File: config.mk
export PLATFORM = sky130hd
export DESIGN_NAME = intr_resolver
export DESIGN_NICKNAME = d
export VERILOG_FILES = /design/src/rtl/intr_res_pkg.sv /design/src/rtl/prio_pick.sv /design/src/rtl/irr_capture.sv /design/src/rtl/service_ctl.sv /design/src/rtl/intr_resolver.sv
export SDC_FILE = /design/constraint.sdc
export NUM_CORES = 1
export LEC_CHECK = 0
export BUFFER_PORTS_ARGS = -buffer_cell sky130_fd_sc_hd__buf_2
export CORE_UTILIZATION = 45
export CTS_BUF_LIST = sky130_fd_sc_hd__clkbuf_16
export CTS_CLUSTER_DIAMETER = 100
export DETAILED_ROUTE_END_ITERATION = 16
export PLACE_DENSITY = 0.76
export SYNTH_ARGS = -nofsm -noshare
export SYNTH_HDL_FRONTEND = slang
export SYNTH_SLANG_ARGS = --single-unit
File: constraint.sdc
create_clock -name clk -period 2.1 [get_ports clk]
set_input_delay 0.21 -clock clk [delete_from_list [all_inputs] [get_ports clk]]
set_output_delay 0.21 -clock clk [all_outputs]
set_load 0.01 [all_outputs]
File: src/rtl/intr_res_pkg.sv
// Shared constants and types for the interrupt resolver.
// Assumes nothing beyond the defaults being overridden consistently.
package intr_res_pkg;
    localparam int unsigned DEF_LEVELS = 8;
    localparam int unsigned DEF_VEC_W  = 8;

    // Arbitration window selection
    typedef enum logic {
        ARB_NESTED  = 1'b0,
        ARB_SPECIAL = 1'b1
    } arb_mode_e;
endpackage

File: src/rtl/prio_pick.sv
// Finds the lowest-numbered set bit of a vector (highest priority).
// Returns it one-hot, as an index, and a non-empty flag. Purely combinational.
module prio_pick #(
    parameter int unsigned N  = 8,
    parameter int unsigned IW = $clog2(N)
) (
    input  logic [N-1:0]  vec,
    output logic [N-1:0]  onehot,
    output logic [IW-1:0] idx,
    output logic          any
);
    logic [N:0] seen;
    assign seen[0] = 1'b0;

    // Prefix chain: a bit wins only if no lower-numbered bit is set
    for (genvar i = 0; i < N; i++) begin : g_chain
        assign onehot[i]  = vec[i] & ~seen[i];
        assign seen[i+1]  = seen[i] | vec[i];
    end

    assign any = seen[N];

    // Encode the one-hot winner into an index
    always_comb begin
        idx = '0;
        for (int i = 0; i < N; i++) begin
            if (onehot[i]) idx = idx | IW'(i);
        end
    end
endmodule

File: src/rtl/irr_capture.sv
// Edge-captures request lines into the pending-request register.
// A rising line sets its bit. A falling line clears it only when masked.
// A grant clears the granted bit. Assumes grant_clr is one-hot or zero.
module irr_capture #(
    parameter int unsigned N = 8
) (
    input  logic         clk,
    input  logic         rst_n,
    input  logic [N-1:0] req_lines,
    input  logic [N-1:0] mask,
    input  logic [N-1:0] grant_clr,
    output logic [N-1:0] irr
);
    logic [N-1:0] req_q;
    logic [N-1:0] rise;
    logic [N-1:0] fall_masked;

    // Edge classification of the request lines
    assign rise        = req_lines & ~req_q;
    assign fall_masked = ~req_lines & req_q & mask;

    // Previous line levels for edge detection
    always_ff @(posedge clk) begin
        if (!rst_n) req_q <= '0;
        else        req_q <= req_lines;
    end

    // Pending-request register update
    always_ff @(posedge clk) begin
        if (!rst_n) irr <= '0;
        else        irr <= (irr & ~grant_clr & ~fall_masked) | rise;
    end
endmodule

File: src/rtl/service_ctl.sv
// Holds the interrupt output, the recorded winner, the in-service register
// and the returned vector. Grants only while no interrupt is outstanding.
// Assumes cand_any/cand_idx come from arbitration on the current registers.
module service_ctl #(
    parameter int unsigned N     = 8,
    parameter int unsigned IW    = $clog2(N),
    parameter int unsigned VEC_W = 8
) (
    input  logic             clk,
    input  logic             rst_n,
    input  logic             cand_any,
    input  logic [N-1:0]     cand_onehot,
    input  logic [IW-1:0]    cand_idx,
    input  logic [N-1:0]     isr_low_onehot,
    input  logic             ack,
    input  logic             auto_eoi,
    input  logic             eoi_ns,
    input  logic             eoi_sp,
    input  logic [IW-1:0]    eoi_lvl,
    input  logic [VEC_W-1:0] vec_base,
    output logic             int_q,
    output logic [N-1:0]     grant_clr,
    output logic [N-1:0]     isr,
    output logic [VEC_W-1:0] vector
);
    logic          grant;
    logic          take_ack;
    logic [IW-1:0] lvl_q;
    logic [N-1:0]  eoi_clr;
    logic [N-1:0]  ack_set;

    // Grant decision and acknowledge qualification
    assign grant     = cand_any & ~int_q;
    assign take_ack  = ack & int_q;
    assign grant_clr = grant ? cand_onehot : '0;

    // In-service bits retired and added this cycle
    always_comb begin
        eoi_clr = '0;
        if (eoi_ns) eoi_clr = eoi_clr | isr_low_onehot;
        if (eoi_sp) eoi_clr = eoi_clr | (N'(1) << eoi_lvl);
        ack_set = (take_ack && !auto_eoi) ? (N'(1) << lvl_q) : '0;
    end

    // Interrupt output and recorded winning level
    always_ff @(posedge clk) begin
        if (!rst_n) begin
            int_q <= 1'b0;
            lvl_q <= '0;
        end else if (grant) begin
            int_q <= 1'b1;
            lvl_q <= cand_idx;
        end else if (take_ack) begin
            int_q <= 1'b0;
        end
    end

    // In-service register
    always_ff @(posedge clk) begin
        if (!rst_n) isr <= '0;
        else        isr <= (isr & ~eoi_clr) | ack_set;
    end

    // Vector returned on acknowledge
    always_ff @(posedge clk) begin
        if (!rst_n)        vector <= '0;
        else if (take_ack) vector <= vec_base | VEC_W'(lvl_q);
    end
endmodule

File: src/rtl/intr_resolver.sv
// Top of the fixed-priority interrupt resolver. Builds the arbitration window
// from the in-service register and mode, picks the highest-priority candidate,
// and hands it to the service controller. One clock from any state change
// to the resulting interrupt output.
module intr_resolver
    import intr_res_pkg::*;
#(
    parameter int unsigned N_LVL = DEF_LEVELS,
    parameter int unsigned VEC_W = DEF_VEC_W,
    localparam int unsigned IW   = $clog2(N_LVL)
) (
    input  logic             clk,
    input  logic             rst_n,
    input  logic [N_LVL-1:0] req_lines,
    input  logic [N_LVL-1:0] mask,
    input  logic [VEC_W-1:0] vec_base,
    input  logic             auto_eoi,
    input  logic             spec_mask_mode,
    input  logic             eoi_ns,
    input  logic             eoi_sp,
    input  logic [IW-1:0]    eoi_lvl,
    input  logic             ack,
    output logic             int_out,
    output logic [VEC_W-1:0] vector,
    output logic [N_LVL-1:0] irr_out,
    output logic [N_LVL-1:0] isr_out
);
    logic [N_LVL-1:0] irr;
    logic [N_LVL-1:0] isr;
    logic [N_LVL-1:0] grant_clr;
    logic [N_LVL-1:0] isr_low_onehot;
    logic [IW-1:0]    isr_low_idx;
    logic             isr_any;
    logic [N_LVL-1:0] window;
    logic [N_LVL-1:0] cand;
    logic [N_LVL-1:0] cand_onehot;
    logic [IW-1:0]    cand_idx;
    logic             cand_any;
    arb_mode_e        mode;

    assign mode = spec_mask_mode ? ARB_SPECIAL : ARB_NESTED;

    irr_capture #(.N(N_LVL)) u_irr (
        .clk       (clk),
        .rst_n     (rst_n),
        .req_lines (req_lines),
        .mask      (mask),
        .grant_clr (grant_clr),
        .irr       (irr)
    );

    // Highest-priority level currently in service
    prio_pick #(.N(N_LVL), .IW(IW)) u_isr_pick (
        .vec    (isr),
        .onehot (isr_low_onehot),
        .idx    (isr_low_idx),
        .any    (isr_any)
    );

    // Levels allowed to compete under the current mode
    always_comb begin
        if (mode == ARB_SPECIAL) window = ~isr;
        else if (isr_any)        window = isr_low_onehot - N_LVL'(1);
        else                     window = '1;
        cand = irr & ~mask & window;
    end

    // Winner among eligible, unmasked pending levels
    prio_pick #(.N(N_LVL), .IW(IW)) u_cand_pick (
        .vec    (cand),
        .onehot (cand_onehot),
        .idx    (cand_idx),
        .any    (cand_any)
    );

    service_ctl #(.N(N_LVL), .IW(IW), .VEC_W(VEC_W)) u_svc (
        .clk            (clk),
        .rst_n          (rst_n),
        .cand_any       (cand_any),
        .cand_onehot    (cand_onehot),
        .cand_idx       (cand_idx),
        .isr_low_onehot (isr_low_onehot),
        .ack            (ack),
        .auto_eoi       (auto_eoi),
        .eoi_ns         (eoi_ns),
        .eoi_sp         (eoi_sp),
        .eoi_lvl        (eoi_lvl),
        .vec_base       (vec_base),
        .int_q          (int_out),
        .grant_clr      (grant_clr),
        .isr            (isr),
        .vector         (vector)
    );

    assign irr_out = irr;
    assign isr_out = isr;

    // Index of the lowest in-service bit is not needed at the top
    logic unused_ok;
    assign unused_ok = ^isr_low_idx;
endmodule

==> results.py, run 1 <==
metrics = {
    "final_layout": {
        "register_area_um2": 720.7,
        "nets": 310,
        "final_common_cell": "buf_2",
        "final_cell_mix": "buf_2, dfxtp_1, nor2_1, nand2_1, a21oi_1",
        "areaGrowthSynthToFinish_pct": 31.71,
        "fill_cells": 356,
        "antennaDiodeCount": 0,
        "drive_gt1_frac": 0.2816,
        "multiInputGateArea_um2": 965.9,
        "finish.utilization": 0.6228,
        "stdcell_count": 325,
        "final_area_um2": 2297,
    },
    "yosys": {
        "synth-compound-area-share": 0.2582,
        "synthAdderAreaFrac": 0,
        "synth_xor_area_frac": 0,
        "synthArstFlopShare": 0,
        "synth_cell_type_count": 41,
        "ys_seq_area_frac": 0.4132,
        "ys_seq_elements": 36,
        "yosys.area.top_type": "dfxtp_1",
        "synth_cells": 216,
        "syn_area_um2": 1744,
        "synth_area_leaders": "dfxtp_1, a21oi_1, nor2_1, nand2_1, o21ai_0",
        "synthMuxAreaShare": 0,
        "ys.flop_type": "dfxtp_1",
        "synth_edf_count": 0,
        "avgSynthCellArea_um2": 8.075,
        "synth_top_family_by_area": "simple AND/OR/NAND/NOR gates",
        "netlist.area_leader.share": 0.4132,
        "ys_warn_count": 0,
        "syn_nets": 250,
        "synthSimpleGateAreaFrac": 0.2956,
    },
    "setup_path": {
        "reg2reg_slack_ns": 0.19,
        "cp_top_family": "compound AO/OA/AOI/OAI gates",
        "cp_slowest_cell": "dfxtp_1",
        "end_kind": "flop",
        "critPathMaxStageDelay_ns": 0.47,
        "required_ns": 2.24,
        "critPathBufInv": 0,
        "cp_data_arrival_time_ns": 2.06,
        "crit_fanout": 9,
        "cp-start-kind": "flop",
        "crit_path_cell_trace": "nor2_1 > o21ai_0 > o211a_1 > nor3b_1 > a211oi_1",
        "path_class": "flop to flop",
    },
    "clocking": {
        "cts_hold_buffers": 0,
        "clock-sinks": 36,
        "root_buffer": "clkbuf_16",
        "postCtsSetupRepairBufs": 0,
        "htree_levels": 2,
        "cts.path.max_buffers": 2,
        "path_clk_slew_ns": 0.06,
        "tritoncts": "done",
        "cts-resized-gates": 0,
        "clk_latency_ns": 0.29,
        "numCtsBuffers": 5,
    },
    "timing": {
        "max_slew.worst_pin.slew_ns": 0.5903,
        "rsz0062_at_grt": "false",
        "fin_crit_sh": 0.9115,
        "fin_skew_ns": 0.007241,
        "period_needed_ns": 1.914,
        "fmax_mhz": 522.4,
        "drv_slew": 0,
        "whs_ns": 0.1370,
        "relSlewSlack": 0.6029,
        "setup_slack_ns": 0.1859,
        "setup_viol": 0,
        "hold_violations": 0,
        "finalSetupTns_ns": 0,
    },
    "grt": {
        "antenna_found_initial": 0,
        "grtUsageTotal": 0.2400,
        "grt_pass1_wl_um": 7776,
        "grt_max_degree": 29,
        "grt_overflow": 0,
        "grt_pass1_vias": 1754,
    },
    "place": {
        "dpl.cell_count": 317,
        "place_ws_ns": 0.1997,
        "post_dp_cell_area_um2": 2082,
        "place_congestion": 0.8701,
        "dp_hpwl_um": 3298,
        "io_buffers": 58,
    },
    "floorplan": {
        "num_io_pins": 59,
        "die_x_um": 64.26,
        "row_count": 22,
        "dieHeight_um": 64.26,
        "initial_utilization": 0.4729,
        "fp.dieArea_um2": 4129,
        "core_area_um2": 3689,
    },
    "detailed_routing": {
        "highest_layer": "met4",
        "routed_via_density": 5.649,
        "wl_met3_um": 251,
        "num_vias": 1836,
        "ant_nets": 0,
        "wl_per_cell_um": 13.96,
        "drc": 0,
        "wl_met2_um": 2153,
        "drtPass1Iterations": 4,
        "drt-total-wl_um": 4536,
        "detail_route.iter0.violations": 108,
        "wl_met1_um": 2076,
    },
    "power": {
        "power.total_mw": 2.161,
        "p_per_area_nw_per_um2": 940.9,
        "irDropWorstVdd_v": 0.0005227,
        "p_leak_nw": 1.000,
    },
    "outcome": {
        "status": "complete, no violations",
    },
    "job": {
        "cap_violations": 0,
    },
    "hold_path": {
        "hp-class": "primary input to flop",
    },
}
==> layer usage <==
layer / vias to the layer above / global-route usage
li1: 912 / -
met1: 862 / 0.2942
met2: 56 / 0.4066
met3: 6 / 0.05179
met4: 0 / 0.09167
met5: - / 0
==> cell type report <==
class	count	share of cell area
clock inverters	3	0.03922
repair buffers	60	0.1329
clock buffers	5	0.05447
well taps	48	0.02614
multi-input cells	165	0.4205
inverters	8	0.01307
flip-flops and latches	36	0.3137
==> cell usage after synthesis (2+ instances only) <==
cell type / number
dfxtp_1: 36
nor2_1: 22
a21oi_1: 21
nand2_1: 21
o21ai_0: 13
nor3_1: 10
a31oi_1: 8
and2_1: 8
inv_1: 7
nor2b_1: 7
nor3b_1: 6
nand2b_1: 5
a211oi_1: 3
a221oi_1: 3
buf_1: 3
clkbuf_1: 3
o21a_1: 3
o221ai_1: 3
o31ai_1: 3
or2_2: 3
or3b_2: 3
nand3_1: 2
nor4_1: 2
o211a_1: 2
o211ai_1: 2
o311ai_0: 2
==> final timing paths <==
check                       from            to  depth (start not counted)
setup reg to reg    u_svc.isr[0]   u_svc.int_q                          5
hold reg to reg   u_irr.req_q[0]  u_irr.irr[0]                          1
hold / removal           mask[5]  u_irr.irr[5]                          2
setup / recovery    u_svc.isr[0]   u_svc.int_q                          5
==> logic make-up after synthesis <==
group / Yosys count
compound gates: 69
simple gates: 96
flops: 36
buf+inv: 15
==> state kept, by name (all words and copies together) (netlist names) <==
name and flops:
u_irr.irr 8, u_irr.req_q 8, u_svc.isr 8, u_svc.vector 8, u_svc.lvl_q 3, u_svc.int_q 1
==> power breakdown <==
part | switching, mW | internal, mW
sequential | 0.0415 | 0.729
clock | 0.299 | 0.801
combinational | 0.162 | 0.129
total | 0.502 | 1.66
Note: power is estimated with default switching activity, not from simulation.
==> run 2, diff against run 1 <==
--- a/config.mk
+++ b/config.mk
@@ -5,7 +5,9 @@
 export SDC_FILE = /design/constraint.sdc
 export NUM_CORES = 1
 export LEC_CHECK = 0
+export ABC_CLOCK_PERIOD_IN_PS = 2100
 export BUFFER_PORTS_ARGS = -buffer_cell sky130_fd_sc_hd__buf_2
+export CAP_MARGIN = 25
 export CORE_UTILIZATION = 45
 export CTS_BUF_LIST = sky130_fd_sc_hd__clkbuf_16
 export CTS_CLUSTER_DIAMETER = 100
==> constraint.sdc (replaced) <==
create_clock -name clk -period 2.1 [get_ports clk]
set_input_delay 0.105 -clock clk [delete_from_list [all_inputs] [get_ports clk]]
set_output_delay 0.105 -clock clk [all_outputs]
set_load 0.01 [all_outputs]
==> run 2 against run 1 <==
Effect of this change: combinational power barely moved; setup slack improved by 0.0055 ns; utilization grew 0.20 points; die area is the same; total power down 1.1%; non-clock buffer count rose by 1; final cell count increased by 0.31%; routed wire length fell by 2.1%; count of clock-buffer cells in the layout unchanged; critical path depth is the same; hold slack got worse by 0.10 ns; first-iteration DRC count fell by 4.6%; critical endpoint unchanged; largest power group unchanged; highest routed layer unchanged.
==> results.py, run 2 (same netlist as run 1, synthesis figures left out) <==
metrics = {
    "timing": {
        "relSlewSlack": 0.6276,
        "fmax_mhz": 523.9,
        "period_needed_ns": 1.909,
        "rsz0062_at_grt": "false",
        "hold_violations": 0,
        "finalSetupTns_ns": 0,
        "setup_viol": 0,
        "max_slew.worst_pin.slew_ns": 0.5574,
        "fin_skew_ns": 0.005812,
        "fin_crit_sh": 0.9089,
        "drv_slew": 0,
    },
    "power": {
        "irDropWorstVdd_v": 0.0006152,
        "p_leak_nw": 1.004,
        "p_per_area_nw_per_um2": 927.8,
    },
    "clocking": {
        "path_clk_slew_ns": 0.06,
        "clock-sinks": 36,
        "tritoncts": "done",
        "root_buffer": "clkbuf_16",
        "cts.path.max_buffers": 2,
        "clk_latency_ns": 0.28,
        "numCtsBuffers": 5,
        "htree_levels": 2,
        "cts_hold_buffers": 0,
    },
    "grt": {
        "grt_overflow": 0,
        "use_met3": 0.07679,
        "met1_usage": 0.3048,
        "use_met2": 0.3934,
        "grtUsageTotal": 0.2417,
        "antenna_found_initial": 0,
        "grt_pass1_vias": 1731,
        "top_usage_layer": "met2",
        "grt_pass1_wl_um": 7755,
        "grt_max_degree": 29,
    },
    "setup_path": {
        "cp_top_family": "simple AND/OR/NAND/NOR gates",
        "cp_data_arrival_time_ns": 2.05,
        "required_ns": 2.24,
        "critPathMaxStageDelay_ns": 0.46,
        "crit_path_cell_trace": "or2b_1 > a31oi_2 > o211a_1 > nor3b_1 > a211oi_1",
        "cp_slowest_cell": "dfxtp_1",
        "path_class": "flop to flop",
        "critPathBufInv": 0,
        "crit_fanout": 9,
        "cp-start-kind": "flop",
        "end_kind": "flop",
    },
    "detailed_routing": {
        "num_vias": 1819,
        "drt-total-wl_um": 4442,
        "routed_via_density": 5.580,
        "ant_nets": 0,
        "drc": 0,
        "wl_per_cell_um": 13.63,
        "detail_route.iter0.violations": 103,
        "drtPass1Iterations": 4,
    },
    "floorplan": {
        "fp.dieArea_um2": 4129,
        "dieHeight_um": 64.26,
        "die_x_um": 64.26,
        "num_io_pins": 59,
        "core_area_um2": 3689,
        "row_count": 22,
        "initial_utilization": 0.4729,
    },
    "final_layout": {
        "final_cell_mix": "buf_2, dfxtp_1, nor2_1, nand2_1, a21oi_1",
        "final_area_um2": 2305,
        "drive_gt1_frac": 0.2842,
        "antennaDiodeCount": 0,
        "stdcell_count": 326,
        "areaGrowthSynthToFinish_pct": 32.14,
        "nets": 311,
        "final_common_cell": "buf_2",
        "fill_cells": 346,
        "finish.utilization": 0.6248,
    },
    "place": {
        "dp_hpwl_um": 3278,
        "post_dp_cell_area_um2": 2090,
        "io_buffers": 58,
        "place_congestion": 0.8915,
        "dpl.cell_count": 318,
    },
    "hold_path": {
        "hp-class": "primary input to flop",
    },
    "job": {
        "cap_violations": 0,
    },
    "outcome": {
        "status": "complete, no violations",
    },
}
run 2: cell types whose count changed in the layout (fill, tap and decap cells not counted), sizes merged:
cell	change
buf	+1
run 2: where the power goes:
| part | switching [mW] | total, mW | internal (mW) | leakage (nW) |
|---|---|---|---|---|
| clock network | 0.274 | 1.07 | 0.800 | 0.104 |
| registers | 0.0420 | 0.771 | 0.729 | 0.296 |
| logic | 0.162 | 0.293 | 0.131 | 0.604 |
| total | 0.478 | 2.14 | 1.66 | 1.00 |
run 2: final cells by class:
cell class	count	area, um^2	area share
inverters	8	30.03	0.01303
well taps	48	60.06	0.02606
clock buffers	5	125.1	0.05429
clock inverters	3	90.09	0.03909
repair buffers	61	312.8	0.1357
flip-flops and latches	36	720.7	0.3127
multi-input cells	165	965.9	0.4191
run 2: worst register-to-register path, delay by kind of cell (launching register included):
family | cells | cell delay, ns
AOI/OAI and AO/OA | 3 | 0.60
DFF | 1 | 0.46
and+or+nand+nor | 2 | 0.70
run 2: final timing paths:
kind         slack, ns      startpoint  cells past startpoint            to
min reg2reg       0.44  u_irr.req_q[0]                      1  u_irr.irr[0]
min               0.03         mask[4]                      2  u_irr.irr[4]
max               0.19    u_svc.isr[0]                      5   u_svc.int_q
max reg2reg       0.19    u_svc.isr[0]                      5   u_svc.int_q
run 2: timing repair:
action / CTS / global route
setup buffers: 0 / 0
setup endpoints to repair: 0 / 4
gates resized for setup: 0 / 1
endpoints found under the hold margin: 0 / 0
run 2: per-stage QoR:
| stage | power, mW | worst slack [ns] | hold WS [ns] |
|---|---|---|---|
| after CTS | 2.149 | 0.1423 | 0.03601 |
| final | 2.138 | 0.1914 | 0.03265 |
| after floorplan | 0.9589 | 0.3573 | 0.2162 |
| after detailed placement | 1.074 | 0.1887 | 0.3239 |
| after global routing | 2.229 | 0.07067 | 0.04554 |
| after global placement | 1.068 | 0.3005 | 0.3178 |
run 2: metal layers:
| metal | wire (um) | vias up |
|---|---|---|
| met5 | 0 | - |
| met4 | 44 | 0 |
| met3 | 293 | 7 |
| met2 | 2094 | 62 |
| met1 | 2010 | 836 |
| li1 | - | 914 |
